File: config.mk
export PLATFORM = sky130hd
export DESIGN_NAME = osd_overlay_gen
export DESIGN_NICKNAME = d
export VERILOG_FILES = /design/src/rtl/osd_pkg.sv /design/src/rtl/osd_sync_edge.sv /design/src/rtl/osd_raster.sv /design/src/rtl/osd_cell_map.sv /design/src/rtl/osd_overlay_gen.sv
export SDC_FILE = /design/constraint.sdc
export NUM_CORES = 1
export LEC_CHECK = 0
export BUFFER_PORTS_ARGS = -buffer_cell sky130_fd_sc_hd__buf_2
export CORE_UTILIZATION = 55
export DETAILED_ROUTE_END_ITERATION = 16
export GPL_TIMING_DRIVEN = 1
export PLACE_DENSITY = 0.73
export SETUP_SLACK_MARGIN = 0.3
export SLEW_MARGIN = 40
export SYNTH_ARGS = -nofsm -noshare
export SYNTH_HDL_FRONTEND = slang
export SYNTH_SLANG_ARGS = --single-unit
File: constraint.sdc
create_clock -name clk -period 5 [get_ports clk]
set_input_delay 0.25 -clock clk [delete_from_list [all_inputs] [get_ports clk]]
set_output_delay 0.25 -clock clk [all_outputs]
set_load 0.03 [all_outputs]
File: src/rtl/osd_pkg.sv
package osd_pkg;
  localparam int CODE_W     = 6;
  localparam int GLYPH_W    = 5;
  localparam int GLYPH_H    = 7;
  localparam int CELL_W     = 6;
  localparam int CELL_H     = 8;
  localparam int NUM_GLYPHS = 44;
  localparam int DOT_W      = $clog2(CELL_W);
  localparam int LINE_W     = $clog2(CELL_H);

  // Computed glyph row: low bits of 13*c + 3*l*l + 5, leftmost dot in MSB
  function automatic logic [GLYPH_W-1:0] glyph_row(input logic [CODE_W-1:0] code,
                                                    input logic [LINE_W-1:0] line);
    logic [7:0] acc;
    acc = 8'(code) * 8'd13 + 8'(line) * 8'(line) * 8'd3 + 8'd5;
    return acc[GLYPH_W-1:0];
  endfunction
endpackage

File: src/rtl/osd_sync_edge.sv
module osd_sync_edge #(
  parameter int STAGES = 2
) (
  input  logic clk,
  input  logic rst_n,
  input  logic async_in,
  output logic lead
);
  logic [STAGES-1:0] chain_q, chain_nxt;
  logic              prev_q;

  always_comb begin
    chain_nxt = {chain_q[STAGES-2:0], async_in};
  end

  always_ff @(posedge clk or negedge rst_n) begin
    if (!rst_n) begin
      chain_q <= '0;
      prev_q  <= 1'b0;
    end else begin
      chain_q <= chain_nxt;
      prev_q  <= chain_q[STAGES-1];
    end
  end

  assign lead = chain_q[STAGES-1] & ~prev_q;
endmodule

File: src/rtl/osd_raster.sv
module osd_raster #(
  parameter int H_W = 10,
  parameter int V_W = 9
) (
  input  logic           clk,
  input  logic           rst_n,
  input  logic           h_lead,
  input  logic           v_lead,
  output logic [H_W-1:0] h_cnt,
  output logic [V_W-1:0] v_cnt
);
  localparam logic [H_W-1:0] H_MAX = '1;
  localparam logic [V_W-1:0] V_MAX = '1;

  logic [H_W-1:0] h_nxt;
  logic [V_W-1:0] v_nxt;
  logic           v_en;

  always_comb begin
    if (h_lead)              h_nxt = '0;
    else if (h_cnt == H_MAX) h_nxt = h_cnt;
    else                     h_nxt = h_cnt + 1'b1;

    v_en = h_lead | v_lead;
    if (v_lead)              v_nxt = '0;
    else if (v_cnt == V_MAX) v_nxt = v_cnt;
    else                     v_nxt = v_cnt + 1'b1;
  end

  always_ff @(posedge clk or negedge rst_n) begin
    if (!rst_n) h_cnt <= H_MAX;
    else        h_cnt <= h_nxt;
  end

  always_ff @(posedge clk or negedge rst_n) begin
    if (!rst_n)    v_cnt <= V_MAX;
    else if (v_en) v_cnt <= v_nxt;
  end
endmodule

File: src/rtl/osd_cell_map.sv
module osd_cell_map
  import osd_pkg::*;
#(
  parameter int H_W        = 10,
  parameter int V_W        = 9,
  parameter int ROWS       = 2,
  parameter int COLS       = 30,
  parameter int START_COL  = 64,
  parameter int START_LINE = 40,
  parameter int ADDR_W     = 6
) (
  input  logic [H_W-1:0]    h_cnt,
  input  logic [V_W-1:0]    v_cnt,
  output logic              active,
  output logic [ADDR_W-1:0] addr,
  output logic [DOT_W-1:0]  dot,
  output logic [LINE_W-1:0] line
);
  localparam int X_END = START_COL + COLS * CELL_W;
  localparam int Y_END = START_LINE + ROWS * CELL_H;

  logic           in_x, in_y;
  logic [H_W-1:0] rel_x, col, dot_w;
  logic [V_W-1:0] rel_y, row, line_w;

  always_comb begin
    in_x   = (h_cnt >= H_W'(START_COL)) && (h_cnt < H_W'(X_END));
    in_y   = (v_cnt >= V_W'(START_LINE)) && (v_cnt < V_W'(Y_END));
    rel_x  = h_cnt - H_W'(START_COL);
    rel_y  = v_cnt - V_W'(START_LINE);
    col    = rel_x / H_W'(CELL_W);
    dot_w  = rel_x % H_W'(CELL_W);
    row    = rel_y / V_W'(CELL_H);
    line_w = rel_y % V_W'(CELL_H);
    active = in_x && in_y;
    dot    = DOT_W'(dot_w);
    line   = LINE_W'(line_w);
    if (active) addr = ADDR_W'(row) * ADDR_W'(COLS) + ADDR_W'(col);
    else        addr = '0;
  end
endmodule

File: src/rtl/osd_overlay_gen.sv
module osd_overlay_gen
  import osd_pkg::*;
#(
  parameter int ROWS       = 2,
  parameter int COLS       = 30,
  parameter int START_COL  = 64,
  parameter int START_LINE = 40,
  parameter int H_W        = 10,
  parameter int V_W        = 9,
  parameter int ADDR_W     = $clog2(ROWS * COLS)
) (
  input  logic              clk,
  input  logic              rst_n,
  input  logic              hsync_in,
  input  logic              vsync_in,
  output logic [ADDR_W-1:0] mem_rd_addr,
  input  logic [CODE_W-1:0] mem_rd_data,
  output logic              ovl_out
);
  logic              h_lead, v_lead;
  logic [H_W-1:0]    h_cnt;
  logic [V_W-1:0]    v_cnt;
  logic              active;
  logic [DOT_W-1:0]  dot;
  logic [LINE_W-1:0] line;
  logic [GLYPH_W-1:0] row_bits;
  logic              pix_nxt, ovl_q;

  osd_sync_edge #(.STAGES(2)) u_hsync (
    .clk(clk), .rst_n(rst_n), .async_in(hsync_in), .lead(h_lead));

  osd_sync_edge #(.STAGES(2)) u_vsync (
    .clk(clk), .rst_n(rst_n), .async_in(vsync_in), .lead(v_lead));

  osd_raster #(.H_W(H_W), .V_W(V_W)) u_raster (
    .clk(clk), .rst_n(rst_n), .h_lead(h_lead), .v_lead(v_lead),
    .h_cnt(h_cnt), .v_cnt(v_cnt));

  osd_cell_map #(
    .H_W(H_W), .V_W(V_W), .ROWS(ROWS), .COLS(COLS),
    .START_COL(START_COL), .START_LINE(START_LINE), .ADDR_W(ADDR_W)
  ) u_map (
    .h_cnt(h_cnt), .v_cnt(v_cnt), .active(active),
    .addr(mem_rd_addr), .dot(dot), .line(line));

  always_comb begin
    row_bits = glyph_row(mem_rd_data, line);
    pix_nxt  = 1'b0;
    if (active && (mem_rd_data < CODE_W'(NUM_GLYPHS)) &&
        (dot < DOT_W'(GLYPH_W)) && (line < LINE_W'(GLYPH_H))) begin
      pix_nxt = row_bits[DOT_W'(GLYPH_W - 1) - dot];
    end
  end

  always_ff @(posedge clk or negedge rst_n) begin
    if (!rst_n) ovl_q <= 1'b0;
    else        ovl_q <= pix_nxt;
  end

  assign ovl_out = ovl_q;
endmodule

==> results.md, run 1 <==
- Commonest cells in the netlist: nor2_1, ha_1, xnor2_1, nand2_1
- RePlAce Congestion: 0.8470
- Final non-filler cell total: 457
- Critical path's top delay family: compound AO/OA/AOI/OAI gates
- Vias in the first global route: 2491
- Worst-Margin Slew: 658.7 ps
- Ys Warns: 0
- Min-Delay Path Class: in2reg
- Initial core utilization: roughly 58%
- Startpoint Class: flip-flop
- Post-layout util: 66.48%
- Synth-to-Final Area Change: 13.68%
- Final #Nets: 437
- Full die area: 0.005871 mm^2
- Syn_nets: ~420
- Worst vdd ir: 0.0002886 V
- Rel. slew slack: about 56%
- Largest net degree at the start of global routing: 27
- Design Area, Final: 0.003482 mm^2
- Status: finished clean
- DP Area: 0.003187 mm^2
- Syn_area_per_cell: 8.346 um^2
- Synth unique cells: 58
- Drc violations: 0
- Die width: 76.63 um
- Unrepaired setup endpoints after global routing: yes
- Via density: about 5.6
- Fmax achieved: 210.1 MHz
- Dpl hpwl: 4.698 mm
- EDFF count, synth: 0
- CTS Buf Count: 3
- CP endpoint kind: output port
- CP arrival: 4510 ps
- Final WL: 6.479 mm
- Per-cell routed wire length: 14.18 um
- Buf+Inv Stages, Crit Path: 4
- Placed cell count: ~440
- Final-report hold violation count: 0
- Post-route setup TNS: 0 ps
- Synth Register Bits: 26
- Final ANT Viol Nets: 0
- I/O Buffers: 16
- Fin crit share: 95.21%
- Pre-Repair DR Iteration Count: 5
- Endpoints failing setup: 0
- GRT Overall Usage: 23.39%
- Most common cell in the netlist: nor2_1
- Clock Latency Late Sink: 270 ps
- FP Rows: 26
- First-pass GRT wire length: ~11 mm
- Asr flop ratio synth: 100.0%
- Post-route minimum period: approximately 4800 ps
- CTS Buffer Depth: 2
- Die outline height: 76.63 um
- CTS H-tree lvls: 1
- Crit path largest cell delay: 560 ps
- Max cap viols: 0
- ANT cells: 0
- Synth top area share: 16.30%
- Filler Cell Count: 420
- Req. time, crit path: between 4000 and 5000 ps
- Gate Count Post-Synth: between 300 and 400
- Via Count: 2582
- Top post-synthesis cells by area: dfstp_2, ha_1, xnor2_1
- Clock sink count: 26
- Critical path type: reg2out
- Critical path cell sequence: inv_4 -> ha_4 -> buf_4 -> nor2b_4 -> a32oi_1 -> o2111a_1 -> a31oi_4 -> buf_6 -> a32o_2 -> a311oi_4 -> o21ai_2 -> ha_2 -> fa_2 -> a21o_1 -> a21oi_2 -> xnor2_2 -> xnor2_2 -> xnor2_1 -> xnor2_1 -> nor2_2 -> buf_6
- Slowest CP cell: dfstp_2
- Post-synth top area cell: dfstp_2
- Post-Syn Area: 0.003063 mm^2
- Clock transition at the registers of the reported paths: 90 ps
- I/O pin cnt: 17
- DRT iter0 DRCs: 147
- Power Dens Cells: 242.9 mW/mm^2
- Clock skew: ~6.0 ps
- Initial antenna violation count: 0
- Core area: 0.005238 mm^2
- Total grt overflow: 0
- Worst-path fanout max: 6
- Share of cells above drive strength 1: 24.29%
- Pleak: about 1.5 nW
- Pins Over Slew Limit: 0
- Clk root buf: clkbuf_8
- TritonCTS clock tree: built
- Primary FF master, synth: dfstp_2
- Seq/Total Area, Yosys: between 20 and 25%
## flip-flops by register name, summed over array words and instances (netlist names)
signal / count
u_vsync.prev_q: 1
ovl_out: 1
u_vsync.chain_q: 2
u_raster.h_cnt: 10
u_hsync.chain_q: 2
u_hsync.prev_q: 1
u_raster.v_cnt: 9
## per-layer routing
layer | share of wire [%] | routed length, um | GRT usage, % | vias up
li1 | - | - | - | 1309
met1 | 47 | 3057 | 31.61 | 1209
met2 | 49 | 3147 | 39.55 | 53
met3 | 2.7 | 175 | 2.156 | 11
met4 | 1.5 | 98 | 6.923 | 0
met5 | 0 | 0 | 0 | -
## stage by stage
| stage | setup WS [ps] | hold slack (ps) | total power, mW |
|---|---|---|---|
| 3_5_place_dp | 99.16 | 280.0 | 0.7020 |
| 4_1_cts | 200.5 | 68.27 | 0.8515 |
| 3_3_place_gp | 209.2 | 283.8 | 0.6896 |
| 2_1_floorplan | 330.5 | -45.59 | 0.6194 |
| 6_report | 239.3 | 74.10 | 0.8458 |
| 5_1_grt | 28.61 | 58.61 | 0.9267 |
## cells by family after synthesis
| logic type | after synthesis | share of synthesized area (%) |
|---|---|---|
| DFF | 26 | 22.02 |
| adders and majority gates | 39 | 17.16 |
| buffers and inverters | 46 | 6.618 |
| and+or+nand+nor | 129 | 21.16 |
| xor gates and xnor gates | 45 | 12.87 |
| muxes | 12 | 4.085 |
| AOI/OAI and AO/OA | 70 | 16.10 |
## layout by cell type (no fill, tap or decap), types with 6 or more instances in the layout
master and instances:
nand4_1 7, dfstp_2 19, o21ai_0 12, buf_2 15, xor2_1 14, a21oi_1 19
nor2b_1 8, nand3_1 9, a21o_1 6, nand2_1 22, ha_1 32, nor3_1 7
buf_4 18, mux2i_1 7, nor2_1 48, inv_1 20, xnor2_1 29, dfrtp_1 7
## worst reg2reg max path, cell delays in order (launching register included)
cell      delay (ps)
dfstp_2          560
inv_4             50
ha_4             240
nor2b_4          130
or4_4            510
o2111a_1         160
a31oi_4          220
mux2i_2          290
a311oi_4         130
buf_4            190
nand2_1           60
a21oi_1           60
o41ai_1          400
ha_1             350
nand2b_1         170
or4_1            390
a31oi_1          170
## area by class of cell
| cell class | instances | area, um^2 | area share [%] |
|---|---|---|---|
| Tap cell | 70 | 87.58 | 2.515 |
| Multi-Input combinational cell | 295 | 2307 | 66.26 |
| Clock buffer | 4 | 55.05 | 1.581 |
| Timing Repair Buffer | 38 | 265.3 | 7.618 |
| Inverter | 24 | 92.59 | 2.659 |
| Sequential cell | 26 | 674.4 | 19.37 |
## where the power goes
part / switching, mW / leakage, nW / internal, mW
Sequential: 0.0500 / 0.281 / 0.244
Clock: 0.0658 / 0.0288 / 0.0705
Combinational: 0.214 / 1.22 / 0.201
## worst paths after layout
check	start	endpoint	slack, ps	cells after the start
max in group asynchronous	rst_n	u_vsync.prev_q	4100	2
setup / recovery	u_raster.h_cnt[7]	mem_rd_addr[5]	240	21
min in group asynchronous	rst_n	u_hsync.chain_q[0]	500	2
setup reg to reg	u_raster.h_cnt[7]	ovl_out	820	16
hold reg to reg	u_vsync.chain_q[0]	u_vsync.chain_q[1]	360	0
hold / removal	hsync_in	u_hsync.chain_q[0]	70	1
## repair_timing
action / in CTS / in global routing
pin swaps: 9 / 19
hold endpoints to repair: 7 / 0
resized for setup: 9 / 16
cloned: 0 / 0
endpoints found under the setup margin: 1 / 1
buffers inserted: 10 / 5
hold buffers: 1 / 0
Note: power is estimated with default switching activity, not from simulation.
==> run 2: changes to the inputs <==
--- a/config.mk
+++ b/config.mk
@@ -6,10 +6,10 @@
 export NUM_CORES = 1
 export LEC_CHECK = 0
 export BUFFER_PORTS_ARGS = -buffer_cell sky130_fd_sc_hd__buf_2
-export CORE_UTILIZATION = 55
+export CORE_UTILIZATION = 47
 export DETAILED_ROUTE_END_ITERATION = 16
 export GPL_TIMING_DRIVEN = 1
-export PLACE_DENSITY = 0.73
+export RECOVER_POWER = 25
 export SETUP_SLACK_MARGIN = 0.3
 export SLEW_MARGIN = 40
 export SYNTH_ARGS = -nofsm -noshare
==> run 2 against run 1 <==
Maximum frequency grew 0.98%. Global-route usage shrank 1.7 points. Total power grew 4.3%. Critical path depth shrank 1. Cell area shrank 2.8%. First-iteration DRC count grew 5.4%. Count of clock-buffer cells in the layout shrank 1. Worst hold slack lost 2.5 ps. Sequential power is essentially flat. Clock power grew 30%. Clock skew shrank 2.2 ps. Largest cell class unchanged. Largest power group unchanged.
==> results.md, run 2 (synthesis gave the netlist of run 1 again) <==
- Drc violations: 0 (unchanged)
- Worst-path fanout max: 6 (unchanged)
- Worst setup margin: 285.6 ps (+46.33 ps)
- Clock transition at the registers of the reported paths: 100 ps (about the same)
- Share of cells above drive strength 1: 20.53% (-3.8 points)
- Post-route minimum period: 4714 ps (-46.33 ps)
- Final WL: 6.458 mm (-0.32%)
- Clock sink count: 26 (unchanged)
- CTS Buffer Depth: 2 (unchanged)
- Core area: 0.006314 mm^2 (+21%)
- Critical path type: reg2out
- Design Area, Final: 0.003386 mm^2 (-2.8%)
- Via density: 5.457 (-3.4%)
- Synth-to-Final Area Change: 10.54%
- Worst R2R Path Depth: 16 (unchanged)
- Largest register FFs: 10 (unchanged)
- Startpoint Class: flip-flop
- DP Area: 0.003196 mm^2 (+0.27%)
- TritonCTS clock tree: built
- Final #Nets: 430 (-1.6%)
- Vias in the first global route: 2397 (-3.8%)
- R2r setup slk: 770 ps (-50 ps)
- I/O Buffers: 16 (unchanged)
- Die width: 82.73 um (+8.0%)
- Req. time, crit path: 4750 ps (about the same)
- Status: finished clean
- Fmax achieved: 212.1 MHz (+0.98%)
- GRT Overall Usage: 21.68% (-1.7 points)
- Critical path startpoint: u_raster.h_cnt[7]
- ANT cells: 0 (unchanged)
- CP endpoint kind: output port
- Max cap viols: 0 (unchanged)
- Fin crit share: 94.29% (-0.93 points)
- CP arrival: 4460 ps (-50 ps)
- Full die area: 0.006843 mm^2 (+17%)
- WHS: 71.63 ps (-2.469 ps)
- Reg2reg end: ovl_out
- Pre-Repair DR Iteration Count: 5 (unchanged)
- Largest net degree at the start of global routing: 27 (unchanged)
- FP Rows: 29 (+12%)
- Per-cell routed wire length: 14.13 um (-0.32%)
- Initial core utilization: 48.51% (-10 points)
- Unrepaired setup endpoints after global routing: yes
- Pins Over Slew Limit: 0 (unchanged)
- First-pass GRT wire length: 11.31 mm (+0.80%)
- Clock skew: 3.857 ps (-2.165 ps)
- I/O pin cnt: 17 (unchanged)
- Endpoints failing setup: 0 (unchanged)
- CTS H-tree lvls: 1 (unchanged)
- Via Count: 2494 (-3.4%)
- Most common cell after layout, fill and taps aside: nor2_1
- CP endpoint: mem_rd_addr[5]
- Dpl ws: 103.5 ps (+4.338 ps)
- Clock Latency Late Sink: 280 ps (about the same)
- Largest Register: u_raster.h_cnt
- Worst-Margin Slew: 1461 ps (+802.8 ps)
- Rel. slew slack: 2.567% (-53 points)
- Most frequent cells in the layout: nor2_1, ha_1, xnor2_1
- Clk root buf: clkbuf_8
- DRT iter0 DRCs: 155 (+5.4%)
- Final-report hold violation count: 0 (unchanged)
- Die outline height: 82.73 um (+8.0%)
- Dpl hpwl: 4.794 mm (+2.0%)
- Final ANT Viol Nets: 0 (unchanged)
- RePlAce Congestion: 0.7695 (-9.1%)
- Power Dens Cells: 260.5 mW/mm^2 (+7.2%)
- Pleak: 1.482 nW (-2.8%)
- Total grt overflow: 0 (unchanged)
- Top Registers: u_raster.h_cnt x10, u_raster.v_cnt x9
- Worst reg2reg path startpoint: u_raster.h_cnt[7]
- Initial antenna violation count: 0 (unchanged)
- Worst vdd ir: 0.0001687 V (-42%)
- Final Power: 0.8818 mW (+4.3%)
- Hold depth: 1 (unchanged)
- Min-Delay Path Class: in2reg
- Post-route setup TNS: 0 ps (unchanged)
- CTS Buf Count: 3 (unchanged)
-- run 2: layout make-up --
class | count | area [um^2]
fill | 614 | 2928
clock buffer | 3 | 41.29
clock inverter | 1 | 30.03
sequential | 26 | 674.4
multi-input combinational | 295 | 2233
inverter | 24 | 90.09
tap | 77 | 96.34
timing repair buffer | 31 | 220.2
-- run 2: where the power goes --
group	leakage, nW	switching (mW)	internal [mW]
combinational	1.17	0.213	0.200
sequential	0.281	0.0477	0.244
clock	0.0357	0.0702	0.107
-- run 2: timing repair --
| action | in CTS | in global routing |
|---|---|---|
| hold buffers | 1 | 0 |
| gates resized for setup | 9 | 2 |
| pin swaps | 6 | 9 |
| buffers inserted | 8 | 0 |
| setup endpoints to repair | 1 | 1 |
| endpoints found under the hold margin | 7 | 0 |
-- run 2: per-layer routing --
metal	vias up	track usage [%]	share of wire, %
li1	1302	-	-
met1	1157	29.14	50
met2	28	37.30	47
met3	7	1.978	2.0
met4	0	5.172	1.2
met5	-	0	0
-- run 2: worst min path at each step --
stage	from	end	slack, ps
floorplan	rst_n	ovl_out	-50
global placement	rst_n	u_hsync.chain_q[0]	300
detailed placement	rst_n	u_hsync.chain_q[0]	300
CTS	vsync_in	u_vsync.chain_q[0]	60
global route	vsync_in	u_vsync.chain_q[0]	60
finish	vsync_in	u_vsync.chain_q[0]	70
-- run 2: worst max-delay path, stage by stage, from the launching register on --
cell,delay (ps)
dfstp_2,550
inv_2,80
ha_4,260
nor2b_1,140
or4_1,470
o2111a_1,180
a31oi_4,270
buf_6,140
nor4_2,50
a311oi_4,250
o21ai_2,90
ha_2,190
fa_2,350
a21o_1,170
a21oi_2,160
xnor2_2,80
xnor2_1,210
xnor2_1,160
xnor2_1,160
nor2_2,70
buf_6,160
-- run 2: per-stage QoR --
step / cells / util, %
5_1_grt: 457 / 53.63
3_5_place_dp: 444 / 50.61
2_1_floorplan: 367 / -
4_1_cts: 457 / 53.47
6_report: 457 / 53.63
3_3_place_gp: 444 / 50.57
==> run 3: changes to the inputs <==
--- a/config.mk
+++ b/config.mk
@@ -6,9 +6,10 @@
 export NUM_CORES = 1
 export LEC_CHECK = 0
 export BUFFER_PORTS_ARGS = -buffer_cell sky130_fd_sc_hd__buf_2
-export CORE_UTILIZATION = 47
+export CORE_UTILIZATION = 60
 export DETAILED_ROUTE_END_ITERATION = 16
 export GPL_TIMING_DRIVEN = 1
+export PLACE_DENSITY = 0.79
 export RECOVER_POWER = 25
 export SETUP_SLACK_MARGIN = 0.3
 export SLEW_MARGIN = 40
==> run 3 against run 2 <==
Combinational power barely moved. Register-to-register slack got worse by 60 ps. Critical path depth fell by 1. Core utilization rose by 17 points. First-iteration DRC count fell by 9.7%. Worst hold slack got worse by 1.1 ps. Sequential cell count did not move.
==> results.md, run 3 (synthesis gave the netlist of run 1 again) <==
- Die outline height: 73.45 um (-11%)
- Largest net degree at the start of global routing: 27 (unchanged)
- Core area: 0.004817 mm^2 (-24%)
- Unrepaired setup endpoints after global routing: yes
- CP endpoint kind: output port
- Fmax achieved: 213.4 MHz (+0.60%)
- Max cap viols: 0 (unchanged)
- Pleak: 1.474 nW (-0.50%)
- Worst-Margin Slew: 1357 ps (-104.2 ps)
- CTS Buffer Depth: 2 (unchanged)
- Clock Latency Late Sink: 280 ps (about the same)
- Worst-path fanout max: 6 (unchanged)
- Final WL: 6.303 mm (-2.4%)
- Final-report hold violation count: 0 (unchanged)
- Drc violations: 0 (unchanged)
- Full die area: 0.005395 mm^2 (-21%)
- I/O Buffers: 16 (unchanged)
- First-pass GRT wire length: 10.54 mm (-6.8%)
- CTS H-tree lvls: 1 (unchanged)
- CP arrival: 4440 ps (-20 ps)
- Largest register FFs: 10 (unchanged)
- Power Dens Cells: 248.8 mW/mm^2 (-4.5%)
- Final #Nets: 430 (unchanged)
- Synth-to-Final Area Change: 10.74%
- Die width: 73.45 um (-11%)
- Final Power: 0.8438 mW (-4.3%)
- Design Area, Final: 0.003392 mm^2 (+0.18%)
- Post-route setup TNS: 0 ps (unchanged)
- Per-cell routed wire length: 14.10 um (-0.22%)
- Req. time, crit path: 4750 ps (about the same)
- Pre-Repair DR Iteration Count: 4 (-1)
- I/O pin cnt: 17 (unchanged)
- Startpoint Class: flip-flop
- Final non-filler cell total: 447 (-2.2%)
- DRT iter0 DRCs: 140 (-9.7%)
- Clk root buf: clkbuf_8
- Rel. slew slack: 9.511% (+6.9 points)
- Placed cell count: 434 (-2.3%)
- Most common cell after layout, fill and taps aside: nor2_1
- Via density: 5.653 (+3.6%)
- Clock skew: 7.575 ps (+3.718 ps)
- Share of cells above drive strength 1: 20.79% (+0.26 points)
- Endpoints failing setup: 0 (unchanged)
- RePlAce Congestion: 0.8114 (+5.4%)
- Worst vdd ir: 0.0002293 V (+36%)
- Final ANT Viol Nets: 0 (unchanged)
- ANT cells: 0 (unchanged)
- Top Registers: u_raster.h_cnt x10, u_raster.v_cnt x9
- Initial core utilization: 63.58% (+15 points)
- Dpl hpwl: 4.629 mm (-3.4%)
- GRT Overall Usage: 25.04% (+3.4 points)
- Min-Delay Path Class: in2reg
- Largest Register: u_raster.h_cnt
- Pins Over Slew Limit: 0 (unchanged)
- Via Count: 2527 (+1.3%)
- Initial antenna violation count: 0 (unchanged)
- DP Area: 0.003181 mm^2 (-0.47%)
- Fin crit share: 93.73% (-0.56 points)
- Most frequent cells in the layout: nor2_1, ha_1, xnor2_1
- CTS Buf Count: 3 (unchanged)
- FP Rows: 25 (-14%)
- Clock sink count: 26 (unchanged)
- Vias in the first global route: 2353 (-1.8%)
- Critical path type: reg2out
- Clock transition at the registers of the reported paths: 90 ps (about the same)
- Total grt overflow: 0 (unchanged)
- Worst setup margin: 313.6 ps (+27.96 ps)
- Post-route minimum period: 4686 ps (-27.96 ps)
- Dpl ws: 219.7 ps (+116.2 ps)
- TritonCTS clock tree: built
- Status: finished clean
-- run 3: cell type report --
class,count,area [um^2]
Clock buffer,4,55.05
Fill cell,394,1425
Inverter,24,92.59
Multi-Input combinational cell,295,2252
Sequential cell,26,674.4
Tap cell,67,83.83
Timing Repair Buffer,31,234.0
-- run 3: layer usage --
| metal | share of wire [%] | track usage (%) | vias up |
|---|---|---|---|
| met5 | 0 | 0 | - |
| li1 | - | - | 1295 |
| met3 | 1.6 | 2.469 | 9 |
| met1 | 47 | 32.78 | 1204 |
| met2 | 50 | 42.81 | 19 |
| met4 | 1.5 | 9.188 | 0 |
-- run 3: what timing repair did --
item / 4_1_cts / 5_1_grt
setup buffers: 5 / 2
pin swaps: 8 / 13
resized for setup: 9 / 4
hold buffers: 1 / 0
endpoints found under the hold margin: 7 / 0
cloned: 0 / 1
setup endpoints to repair: 1 / 1
-- run 3: worst paths after layout --
check	start	end	slack, ps	depth (start not counted)
worst min register to register	u_vsync.chain_q[0]	u_vsync.chain_q[1]	360	0
worst max register to register	u_raster.h_cnt[7]	ovl_out	710	19
worst max-delay path	u_raster.h_cnt[7]	mem_rd_addr[5]	310	19
max in group asynchronous	rst_n	u_vsync.prev_q	3400	2
min in group asynchronous	rst_n	ovl_out	810	2
worst min-delay path	hsync_in	u_hsync.chain_q[0]	70	1
-- run 3: through the flow --
step	utilization (%)	hold slack [ps]
global route	70.42	54.75
global placement	66.03	277.1
floorplan	-	-45.59
detailed placement	66.03	274.0
CTS	69.04	66.07
finish	70.42	70.51
-- run 3: worst max-delay path, cell delays in order (launching register included) --
cell      delay [ps]
dfstp_2          560
inv_4             60
ha_4             270
nor2b_1          150
or4_1            470
o2111a_1         190
a31oi_4          230
mux2i_2          120
a311oi_4         300
o21ai_2           90
ha_2             190
fa_2             350
a21o_1           200
a21oi_2          130
xnor2_1          140
xnor2_1          170
xnor2_1          160
xnor2_1          150
nor2_2            50
buf_6            160
-- run 3: power breakdown --
part / switching, mW / internal, mW
sequential: 0.0492 / 0.244
clock: 0.0655 / 0.0706
combinational: 0.213 / 0.201
